## src/rtl/thermo_alert_pkg.sv

```systemverilog
package thermo_alert_pkg;

  localparam int TEMP_W = 12;
  localparam int CNT_W  = 3;

  // reset values of the external limit registers (80 C / 75 C)
  localparam logic [TEMP_W-1:0] LIM_HI_RST = 12'h500;
  localparam logic [TEMP_W-1:0] LIM_LO_RST = 12'h4B0;

  function automatic logic [CNT_W-1:0] queue_depth(input logic [1:0] code);
    logic [CNT_W-1:0] d;
    case (code)
      2'b00:   d = CNT_W'(1);
      2'b01:   d = CNT_W'(2);
      2'b10:   d = CNT_W'(4);
      default: d = CNT_W'(6);
    endcase
    return d;
  endfunction

endpackage

```

## src/rtl/thermo_limit_cmp.sv

```systemverilog
module thermo_limit_cmp #(
  parameter int TW = 12
) (
  input  logic [TW-1:0] temp,
  input  logic [TW-1:0] lim_hi,
  input  logic [TW-1:0] lim_lo,
  output logic          at_or_above_hi,
  output logic          below_lo
);

  always_comb begin
    at_or_above_hi = $signed(temp) >= $signed(lim_hi);
    below_lo       = $signed(temp) <  $signed(lim_lo);
  end

endmodule

```

## src/rtl/thermo_fault_cnt.sv

```systemverilog
module thermo_fault_cnt #(
  parameter int CW = 3
) (
  input  logic          clk,
  input  logic          rst_n,
  input  logic          clr,
  input  logic          en,
  input  logic          sample_valid,
  input  logic          hit,
  input  logic [CW-1:0] depth,
  output logic          fire
);

  logic [CW-1:0] cnt_q, cnt_d;

  always_comb begin
    fire  = 1'b0;
    cnt_d = cnt_q;
    if (clr || !en) begin
      cnt_d = '0;
    end else if (sample_valid) begin
      if (!hit) begin
        cnt_d = '0;
      end else if ((cnt_q + CW'(1)) >= depth) begin
        fire  = 1'b1;
        cnt_d = '0;
      end else begin
        cnt_d = cnt_q + CW'(1);
      end
    end
  end

  always_ff @(posedge clk or negedge rst_n) begin
    if (!rst_n) cnt_q <= '0;
    else        cnt_q <= cnt_d;
  end


  cnt_range_chk: assert property (@(posedge clk) disable iff (!rst_n)
    cnt_q < CW'(6));


  cnt_break_chk: assert property (@(posedge clk) disable iff (!rst_n)
    (en && !clr && sample_valid && !hit) |=> (cnt_q == '0));


  cnt_idle_chk: assert property (@(posedge clk) disable iff (!rst_n)
    (en && !clr && !sample_valid) |=> $stable(cnt_q));

endmodule

```

## src/rtl/thermo_alert_fsm.sv

```systemverilog
module thermo_alert_fsm (
  input  logic clk,
  input  logic rst_n,
  input  logic gc_reset,
  input  logic intr_mode,
  input  logic fire,
  input  logic clr_req,
  output logic active,
  output logic watch_lo,
  output logic cause
);

  logic act_q, act_d;
  logic side_q, side_d;
  logic cause_q, cause_d;

  always_comb begin
    act_d   = act_q;
    side_d  = side_q;
    cause_d = cause_q;
    if (gc_reset) begin
      act_d   = 1'b0;
      side_d  = 1'b0;
      cause_d = 1'b0;
    end else if (intr_mode) begin
      if (act_q && clr_req) begin
        act_d  = 1'b0;
        side_d = ~side_q;
      end else if (!act_q && fire) begin
        act_d   = 1'b1;
        cause_d = ~side_q;
      end
    end else if (fire) begin
      act_d  = ~act_q;
      side_d = ~side_q;
      if (!act_q) cause_d = 1'b1;
    end
  end

  always_ff @(posedge clk or negedge rst_n) begin
    if (!rst_n) begin
      act_q   <= 1'b0;
      side_q  <= 1'b0;
      cause_q <= 1'b0;
    end else begin
      act_q   <= act_d;
      side_q  <= side_d;
      cause_q <= cause_d;
    end
  end

  assign active   = act_q;
  assign watch_lo = side_q;
  assign cause    = cause_q;


  cmp_hold_chk: assert property (@(posedge clk) disable iff (!rst_n)
    (!gc_reset && !intr_mode && !fire) |=> $stable(act_q));


  int_clr_chk: assert property (@(posedge clk) disable iff (!rst_n)
    (!gc_reset && intr_mode && act_q && clr_req) |=> !act_q);


  int_swap_chk: assert property (@(posedge clk) disable iff (!rst_n)
    (!gc_reset && intr_mode && act_q && clr_req) |=> (side_q != $past(side_q)));


  cause_chk: assert property (@(posedge clk) disable iff (!rst_n)
    (!gc_reset && intr_mode && !act_q && fire) |=> (cause_q == !$past(side_q)));


  gc_chk: assert property (@(posedge clk) disable iff (!rst_n)
    gc_reset |=> (!act_q && !side_q && !cause_q));

endmodule

```

## src/rtl/thermo_alert.sv

```systemverilog
module thermo_alert
  import thermo_alert_pkg::*;
#(
  parameter int TW = TEMP_W,
  parameter int CW = CNT_W
) (
  input  logic          clk,
  input  logic          rst_n,
  input  logic          sample_valid,
  input  logic [TW-1:0] sample_temp,
  input  logic [TW-1:0] lim_hi,
  input  logic [TW-1:0] lim_lo,
  input  logic [1:0]    cfg_queue,
  input  logic          cfg_intr,
  input  logic          cfg_pol,
  input  logic          reg_read,
  input  logic          ara_won,
  input  logic          shutdown,
  input  logic          gc_reset,
  output logic          alert_out,
  output logic          alert_active,
  output logic          ara_status
);

  logic hi_hit, lo_hit, hit, fire, cnt_en, active, watch_lo, cause;
  logic [CW-1:0] depth;

  thermo_limit_cmp #(.TW(TW)) u_cmp (
    .temp           (sample_temp),
    .lim_hi         (lim_hi),
    .lim_lo         (lim_lo),
    .at_or_above_hi (hi_hit),
    .below_lo       (lo_hit)
  );

  always_comb begin
    depth  = CW'(queue_depth(cfg_queue));
    hit    = watch_lo ? lo_hit : hi_hit;
    cnt_en = !(cfg_intr && active);
  end

  thermo_fault_cnt #(.CW(CW)) u_cnt (
    .clk          (clk),
    .rst_n        (rst_n),
    .clr          (gc_reset),
    .en           (cnt_en),
    .sample_valid (sample_valid),
    .hit          (hit),
    .depth        (depth),
    .fire         (fire)
  );

  thermo_alert_fsm u_fsm (
    .clk       (clk),
    .rst_n     (rst_n),
    .gc_reset  (gc_reset),
    .intr_mode (cfg_intr),
    .fire      (fire),
    .clr_req   (reg_read | ara_won | shutdown),
    .active    (active),
    .watch_lo  (watch_lo),
    .cause     (cause)
  );

  always_comb begin
    alert_out    = cfg_pol ? active : ~active;
    alert_active = active;
    ara_status   = cause;
  end


  pol_chk: assert property (@(posedge clk) disable iff (!rst_n)
    $rose(alert_active) |-> (alert_out == cfg_pol));


  int_quiet_chk: assert property (@(posedge clk) disable iff (!rst_n)
    (cfg_intr && alert_active && !reg_read && !ara_won && !shutdown && !gc_reset)
      |=> alert_active);

endmodule

```

## config.mk

```make
export PLATFORM = sky130hd
export DESIGN_NAME = thermo_alert
export DESIGN_NICKNAME = d
export VERILOG_FILES = /design/src/rtl/thermo_alert_pkg.sv /design/src/rtl/thermo_limit_cmp.sv /design/src/rtl/thermo_fault_cnt.sv /design/src/rtl/thermo_alert_fsm.sv /design/src/rtl/thermo_alert.sv
export SDC_FILE = /design/constraint.sdc
export NUM_CORES = 1
export LEC_CHECK = 0
export ABC_AREA = 0
export BUFFER_PORTS_ARGS = -buffer_cell sky130_fd_sc_hd__buf_2
export CORE_MARGIN = 2
export CORE_UTILIZATION = 38
export DETAILED_ROUTE_END_ITERATION = 10
export PLACE_DENSITY = 0.72
export REMOVE_ABC_BUFFERS = 1
export SYNTH_ARGS = -nofsm -noshare
export SYNTH_HDL_FRONTEND = slang
export SYNTH_HIERARCHICAL = 1
export SYNTH_SLANG_ARGS = --single-unit
```

## constraint.sdc

```tcl
create_clock -name clk -period 2.1 [get_ports clk]
set_input_delay 0.105 -clock clk [delete_from_list [all_inputs] [get_ports clk]]
set_output_delay 0.105 -clock clk [all_outputs]
set_load 0.005 [all_outputs]
```

# Word-level counts from Yosys, hierarchy flattened
# Index checks and enable logic that the tools add are counted.
[word_totals]
reg_bits = 6
wordCells = 56
out_inout_bits = 3
in_bits = 47
[op_classes]
eq_ne = 7
magnitude_cmp = 3
muxes = 26
add_sub_neg = 1
n_bitwise = 4
reduce_logical = 11
[op_table]
columns = ["cell", "n"]
rows = [
  ["2-to-1 mux 1 bit", 21],
  ["greater-or-equal comparator 12 bit", 1],
  ["< comparator 12 bit", 1],
  ["2-to-1 mux 3 bit", 4],
  ["one-hot mux 3 bit (3 select lines)", 1],
  ["!= test 3 x 1 -> 1 bit (second input constant)", 2],
  ["!= test 3 bit (second input constant)", 2],
  ["!= test 4 x 1 -> 1 bit (second input constant)", 1],
  ["AND reduction 2 bit", 2],
  ["AND reduction 4 bit", 1],
  ["adder 3 x 1 -> 3 bit (second input constant)", 1],
  ["greater-or-equal comparator 3 bit", 1],
  ["logical AND 1 bit", 3],
  ["nonzero test 3 bit", 1],
  ["== test 2 x 1 -> 1 bit (second input constant)", 1],
  ["== test 2 bit (second input constant)", 1],
  ["zero test 2 bit", 1],
  ["NOT 1 bit", 2],
  ["OR 1 bit", 2],
  ["nonzero test 2 bit", 1],
  ["zero test 1 bit", 1],
  ["logical OR 1 bit", 1],
]

# Logic depth before layout (Yosys ltp)
# Gate-level depths: netlist of the first run.
[logic_depth]
depth_word = 12
ltp_mapped = 12
depth_no_buf = 12

# Cells and area by module
# The synthesis of the first run kept the hierarchy.
[modules_own_cells]
columns = ["mod", "area_per_inst_um2", "seq_area_each_um2", "n_inst", "cells_per_inst"]
rows = [
  ["thermo_limit_cmp", 594.3, 0.0, 1, 81],
  ["thermo_fault_cnt", 274.0, 75.1, 1, 29],
  ["thermo_alert_fsm", 136.4, 75.1, 1, 14],
  ["thermo_alert", 41.3, 0.0, 1, 7],
]

# Worst setup path after synthesis of the first run
# No wires, ideal clock.
[synth_timing]
kind = "input-to-reg"
from = "input lim_hi[2]"
to = "register u_fsm.cause_q (netlist: u_fsm/cause)"
path_buffers = 0
path_stages = 10
setup_ps = 99
setup_slack_ps = -139
required_time_ps = 2001
arrival_ps = 2140
path_cell_list = "inv_1 > ha_1 > a21o_1 > a211o_1 > a21oi_2 > mux2_4 > mux2_2 > and4_1 > nor2b_1 > a311oi_1"
[synth_via]
elab_chain_cells = 8
elab_cells_between_ends = 9
classes_between = "order compare (1); eq/ne (1); mux (4); reduce/logical (3)"
[synth_rtl]
columns = ["item", "line_no", "source"]
rows = [
  ["from (decl)", "thermo_alert.sv:11", "input logic [TW-1:0] lim_hi,"],
  ["greater-or-equal comparator 12 bit *", "thermo_limit_cmp.sv:12", "at_or_above_hi = $signed(temp) >= $signed(lim_hi);"],
  ["named net hi_hit", "thermo_alert.sv:25", "logic hi_hit, lo_hit, hit, fire, cnt_en, active, watch_lo, cause;"],
  ["2-to-1 mux 1 bit *", "thermo_alert.sv:38", "hit = watch_lo ? lo_hit : hi_hit;"],
  ["named net hit", "thermo_alert.sv:25", ""],
  ["2-to-1 mux 1 bit *", "thermo_fault_cnt.sv:22", "if (!hit) begin"],
  ["2-to-1 mux 1 bit *", "thermo_fault_cnt.sv:21", "end else if (sample_valid) begin"],
  ["2-to-1 mux 1 bit *", "thermo_fault_cnt.sv:19", "if (clr || !en) begin"],
  ["named net fire", "thermo_alert.sv:25", ""],
  ["logical AND 1 bit", "thermo_alert_fsm.sv:29", "end else if (!act_q && fire) begin"],
  ["!= test 3 x 1 -> 1 bit (no line)", "-", ""],
  ["AND reduction 4 bit (no line) *", "-", ""],
  ["to (signal assigned)", "thermo_alert_fsm.sv:48", "cause_q <= cause_d;"],
  ["to (decl)", "thermo_alert_fsm.sv:15", "logic cause_q, cause_d;"],
]
# Mark *: on every way through the listed nets, which the timed path passes. The rest lies on a longest branch.
# A chain may end at the register's enable or synchronous reset.

# Worst setup path in the final report of the first run
[layout_timing]
from = "input lim_hi[2]"
to = "register u_fsm.act_q (netlist: u_fsm/active)"
[layout_via]
elab_chain_cells = 8
elab_cells_between_ends = 9
classes_between = "order compare (1); eq/ne (1); mux (4); reduce/logical (3)"
[layout_rtl]
columns = ["item", "line_no", "source"]
rows = [
  ["greater-or-equal comparator 12 bit *", "thermo_limit_cmp.sv:12", ""],
  ["named net hi_hit", "thermo_alert.sv:25", ""],
  ["2-to-1 mux 1 bit *", "thermo_alert.sv:38", ""],
  ["named net hit", "thermo_alert.sv:25", ""],
  ["2-to-1 mux 1 bit *", "thermo_fault_cnt.sv:22", ""],
  ["2-to-1 mux 1 bit *", "thermo_fault_cnt.sv:21", ""],
  ["2-to-1 mux 1 bit *", "thermo_fault_cnt.sv:19", ""],
  ["named net fire", "thermo_alert.sv:25", ""],
  ["logical AND 1 bit", "thermo_alert_fsm.sv:29", ""],
  ["!= test 4 x 1 -> 1 bit (no line)", "-", ""],
  ["AND reduction 2 bit (no line) *", "-", ""],
  ["to (signal assigned)", "thermo_alert_fsm.sv:46", "act_q <= act_d;"],
  ["to (decl)", "thermo_alert_fsm.sv:13", "logic act_q, act_d;"],
]
# Marks and branches as above.

==> flow_summary.json, run 1 <==
{
  "ir_drop_mv": 0.266,
  "fin_cells": 229,
  "grt_start_max_net_pins": 8,
  "drv_cap": 0,
  "tns_ns": 0,
  "vias": 1130,
  "rr_startpoint": "u_cnt/cnt_q[1]$_DFFE_PN0P_",
  "crit_type": "primary input to register",
  "dp_slack_ns": -0.329,
  "hp-start": "gc_reset",
  "wire_per_inst_um": 11.7,
  "antenna_found_initial": 0,
  "fin_crit_ns": 2.07,
  "crit_path_end_kind": "register",
  "antenna_cells": 0,
  "ys.flop_type": "dfrtp_1",
  "async_reset_ff_share_pct": 100,
  "gp_routability_congestion": 0.835,
  "numCtsBuffers": 3,
  "crit_arrival_ns": 2.21,
  "clk_pin_slew_ns": 0.05,
  "clkLatencyLatePin_ns": 0.25,
  "total_power_uw": 503,
  "io_buffer_count": 49,
  "fillerInstances": 253,
  "cts_tree": "built",
  "core_sq_mm": 0.00269,
  "rsz0062_at_grt": "true",
  "cts-root-buf": "clkbuf_4",
  "synth_edf_count": 0,
  "drt-initial-drc-count": 33,
  "grt.overflow.total": 0,
  "synth_area_sq_mm": 0.00105,
  "worst_pin_slew_ns": 0.291,
  "final-hold-violation-count": 0,
  "area_growth_pct": 46.4,
  "ys_types": 35,
  "wirelength_um": 2680,
  "ys_warn_count": 6,
  "critPathLaunchType": "primary input",
  "status": "finished, final reports clean",
  "drive_gt1_share_pct": 42.4,
  "fin_crit_sh_pct": 98.8,
  "setup_viol": 0,
  "avgSynthCellArea_sq_um": 7.98,
  "cts.sinks": 6,
  "placed_cells": 223,
  "cp_max_fo": 3,
  "row_count": 19,
  "p_leak_uw": 0.000902,
  "first_pass_iters": 4,
  "cts_buffer_depth": 2,
  "globalRouteTotalUtil_pct": 16.1,
  "drc": 0,
  "critPathLaunch": "lim_hi[2]",
  "dieWidth_um": 56.5,
  "max_freq_ghz": 0.482,
  "timing.slew.headroom_pct": 80.6,
  "die_y_um": 56.5,
  "io_pins": 50,
  "critical_path_required_ns": 2.23,
  "grt_pass1_wl_um": 4210,
  "hp-class": "primary input to register",
  "postSynthCellCount": 131,
  "final_max_slew_viol_count": 0,
  "ant_nets": 0,
  "hpwl_um": 2230,
  "nNetsFinal": 274,
  "worst_slack_ns": 0.0259,
  "grt_pass1_vias": 1094,
  "ys_seq_area_share_pct": 14.4,
  "via_per_inst": 4.93,
  "dieArea_sq_mm": 0.00319,
  "start_util_pct": 38.9,
  "power_density_mw_per_mm2": 329,
  "skew_ns": 0.00450,
  "synth_seq_cells": 6,
  "cts-htree-levels": 1
}
[power breakdown]
part           leakage (uW)  switching [uW]  internal (uW)
registers         0.0000828            5.20            121
logic              0.000805             122            146
clock network     0.0000138            43.5           64.8
total              0.000902             171            333
[cell usage after synthesis (2+ instances only)]
cell type,instances,area (sq um)
ha_1,27,338
inv_1,26,97.6
nor2_1,8,30.0
a21oi_1,6,30.0
dfrtp_1,6,150
nand2_1,6,22.5
nand3_1,6,30.0
a21o_1,4,30.0
nand4_1,4,25.0
nor2b_1,4,25.0
nand2b_1,3,18.8
o21ai_0,3,15.0
a21oi_2,2,17.5
a31oi_1,2,12.5
clkbuf_1,2,7.51
nor3_1,2,10.0
nor3b_1,2,15.0
[layer usage]
metal / track usage, % / wire length, um / vias to the layer above
met4: 3.74 / 31 / 0
met2: 29.4 / 1350 / 37
li1: - / - / 597
met5: 0 / 0 / -
met3: 2.30 / 146 / 4
met1: 19.6 / 1140 / 492
[state kept, by name, summed over array words and instances, names as in the netlist]
register / cells
u_cnt/cnt_q: 3
u_fsm/cause: 1
u_fsm/watch_lo: 1
u_fsm/active: 1
[worst paths after layout]
check,end,slack [ns],cells past startpoint
setup reg to reg,u_fsm/cause$_DFFE_PN0P_,0.05,9
max in group asynchronous,u_fsm/active$_DFFE_PN0P_,1.75,2
hold reg to reg,u_fsm/cause$_DFFE_PN0P_,0.55,2
min in group asynchronous,u_cnt/cnt_q[0]$_DFFE_PN0P_,0.20,2
hold / removal,u_fsm/watch_lo$_DFFE_PN0P_,0.06,2
setup / recovery,u_fsm/active$_DFFE_PN0P_,0.03,12
[through the flow]
stage	utilization, %	hold slack [ns]	area [sq um]
6_report	57.0	0.0596	1530
2_1_floorplan	-	-0.191	1040
4_1_cts	55.2	0.0532	1480
5_1_grt	57.0	0.0623	1530
3_5_place_dp	53.1	-0.0673	1430
3_3_place_gp	53.1	-0.0678	1430
[area by class of cell]
type	count	area, sq um	share of cell area, %
inverter	26	97.6	6.37
sequential	6	150	9.80
multi-input combinational	97	847	55.3
tap	31	38.8	2.53
clock buffer	3	22.5	1.47
timing repair buffer	66	375	24.5
[logic make-up after synthesis]
family,Yosys count,share of synthesized area [%]
xor+xnor,2,1.67
flops,6,14.4
compound gates,26,17.9
simple gates,39,20.2
mux,3,3.47
fa+ha+maj,27,32.3
buf+inv,28,10.0
[timing repair]
action | 4_1_cts | 5_1_grt
pin swaps | 4 | 10
setup buffers | 0 | 2
gates resized for setup | 6 | 8
hold buffers | 1 | 0
hold endpoints to repair | 6 | 0
setup endpoints to repair | 2 | 4
[worst max-delay path, cell delays in order]
cell and delay [ns]:
buf_2 0.10, inv_1 0.10, ha_4 0.21, a21o_1 0.17
a211o_1 0.30, a21oi_2 0.14, mux2_4 0.31, mux2_4 0.29
and4_4 0.16, nor2b_4 0.12, a31oi_1 0.15, nor2_1 0.05
[cell usage in the layout (no fill, tap or decap), types with 2 or more instances in the layout]
cell / count
a21o_1: 4
a21oi_1: 6
a21oi_2: 2
a31oi_1: 2
buf_2: 49
buf_4: 16
clkbuf_4: 3
dfrtp_1: 6
ha_1: 24
ha_4: 2
inv_1: 26
mux2_4: 2
nand2_1: 5
nand2b_1: 3
nand3_1: 5
nand4_1: 4
nor2_1: 8
nor2b_1: 3
nor2b_4: 2
nor3_1: 2
nor3b_1: 2
o21ai_2: 2
(Power assumes the default switching activity.)
==> run 2: changes to the inputs <==
--- a/config.mk
+++ b/config.mk
@@ -8,9 +8,10 @@
 export ABC_AREA = 0
 export BUFFER_PORTS_ARGS = -buffer_cell sky130_fd_sc_hd__buf_2
 export CORE_MARGIN = 2
-export CORE_UTILIZATION = 38
+export CORE_UTILIZATION = 42
+export CTS_BUF_LIST = sky130_fd_sc_hd__clkbuf_16
 export DETAILED_ROUTE_END_ITERATION = 10
-export PLACE_DENSITY = 0.72
+export PLACE_DENSITY = 0.79
 export REMOVE_ABC_BUFFERS = 1
 export SYNTH_ARGS = -nofsm -noshare
 export SYNTH_HDL_FRONTEND = slang
==> flow_summary.json, run 2 (same netlist as run 1, synthesis figures left out) <==
{
  "status": "finished, final reports clean",
  "rsz0062_at_grt": "true",
  "max_freq_ghz": 0.482,
  "via_per_inst": 5.02,
  "path_cells": "ha_2 -> xor2_1 -> ha_1 -> nand2_2 -> o21ai_2 -> and4_4 -> nor2b_4 -> nor2_2 -> a311oi_1",
  "cts_buffer_depth": 2,
  "dieWidth_um": 53.9,
  "dieArea_sq_mm": 0.00291,
  "grt_pass1_wl_um": 4000,
  "regArea_sq_um": 150,
  "whs_ns": 0.0854,
  "cp_num_buf_inv": 0,
  "vias": 1145,
  "fillerInstances": 178,
  "cts-htree-levels": 1,
  "placed_cells": 223,
  "first_pass_iters": 4,
  "area_growth_pct": 56.2,
  "critPathTopFamily": "adder cells",
  "grt.overflow.total": 0,
  "crit_slowest_cell": "dfrtp_1",
  "power_density_mw_per_mm2": 437,
  "cts-root-buf": "clkbuf_16",
  "hpwl_um": 2200,
  "globalRouteTotalUtil_pct": 18.3,
  "hp-start": "gc_reset",
  "total_power_uw": 713,
  "timing.slew.headroom_pct": 77.7,
  "final_common_cell": "buf_2",
  "critical_path_required_ns": 2.22,
  "hp-class": "primary input to register",
  "nNetsFinal": 274,
  "antenna_found_initial": 0,
  "hold_depth": 2,
  "final_max_slew_viol_count": 0,
  "wirelength_um": 2680,
  "cp_max_fo": 3,
  "drive_gt1_share_pct": 47.5,
  "skew_ns": 0.000443,
  "setup_viol": 0,
  "cp_num_cells": 9,
  "cts_tree": "built",
  "p_leak_uw": 0.000922,
  "cts.sinks": 6,
  "row_count": 18,
  "io_buffer_count": 49,
  "drv_cap": 0,
  "largest-register": "u_cnt/cnt_q",
  "wire_per_inst_um": 11.8,
  "final_cell_mix": "buf_2, inv_1, ha_1",
  "grt_start_max_net_pins": 8,
  "io_pins": 50,
  "largest_register_ffs": 3,
  "critPathLaunchType": "register",
  "multiInputGateArea_sq_um": 898,
  "drc": 0,
  "crit_arrival_ns": 2.19,
  "grt_pass1_vias": 1064,
  "fin_cells": 228,
  "place_area_sq_mm": 0.00143,
  "gp_routability_congestion": 0.805,
  "ant_nets": 0,
  "worst_hold_path.endpoint": "u_fsm/watch_lo$_DFFE_PN0P_",
  "clkLatencyLatePin_ns": 0.22,
  "start_util_pct": 43.4,
  "final-hold-violation-count": 0,
  "ir_drop_mv": 0.465,
  "die_y_um": 53.9,
  "fin_crit_ns": 2.07,
  "core_sq_mm": 0.00241,
  "tns_ns": 0,
  "rr_startpoint": "u_cnt/cnt_q[1]$_DFFE_PN0P_",
  "fin_area_sq_mm": 0.00163,
  "numCtsBuffers": 3,
  "cpPeakStageDelay_ns": 0.37,
  "worst_pin_slew_ns": 0.333,
  "reg2reg_slack_ns": 0.03,
  "reg2reg_depth": 9,
  "r2r_end": "u_fsm/cause$_DFFE_PN0P_",
  "antenna_cells": 0,
  "drt-initial-drc-count": 6,
  "clk_pin_slew_ns": 0.03,
  "crit_path_end_kind": "register",
  "crit_type": "register to register",
  "fin_crit_sh_pct": 98.7
}
## run 2: how the worst max path moves through the flow
stage	start	to
after floorplan	lim_hi[2]	u_fsm/cause$_DFFE_PN0P_
final	u_cnt/cnt_q[1]$_DFFE_PN0P_	u_fsm/cause$_DFFE_PN0P_
after detailed placement	lim_hi[2]	u_fsm/cause$_DFFE_PN0P_
after global placement	lim_hi[2]	u_fsm/cause$_DFFE_PN0P_
after global routing	u_cnt/cnt_q[1]$_DFFE_PN0P_	u_fsm/cause$_DFFE_PN0P_
after CTS	sample_temp[2]	u_fsm/cause$_DFFE_PN0P_
## run 2: worst register-to-register path, stage by stage (launching register included)
cell	delay, ns
dfrtp_1	0.37
ha_2	0.20
xor2_1	0.17
ha_1	0.33
nand2_2	0.07
o21ai_2	0.15
and4_4	0.24
nor2b_4	0.17
nor2_2	0.05
a311oi_1	0.22
## run 2: power breakdown
group / total [uW] / internal (uW) / leakage, uW / switching, uW
logic: 282 / 153 / 0.000802 / 129
registers: 127 / 122 / 0.0000828 / 5.50
clock network: 304 / 244 / 0.0000370 / 60.0
## run 2: cell type report
class	instances	share of cell area, %
Clock buffer	3	4.59
Multi-Input combinational cell	97	55.0
Inverter	26	5.97
Sequential cell	6	9.19
Timing Repair Buffer	66	23.0
Tap cell	30	2.30
## run 2: repair_timing
action                                  CTS  global route
buffers inserted                          0             1
gates resized for setup                   7            17
pin swaps                                 6            17
endpoints found under the setup margin    4             4
endpoints found under the hold margin     6             0
hold buffers                              1             0
## run 2: per-layer routing
metal	track usage [%]	part of all wire (%)
met5	0	0
met4	3.85	0.30
met3	1.94	3.7
met2	37.4	57
met1	19.6	39
## run 2: metrics by stage
| stage | util (%) | worst slack, ns |
|---|---|---|
| detailed placement | 59.5 | -0.334 |
| global route | 67.8 | -0.0415 |
| CTS | 64.2 | 0.000165 |
| global placement | 59.5 | -0.284 |
| finish | 67.8 | 0.0267 |
| floorplan | - | -0.139 |
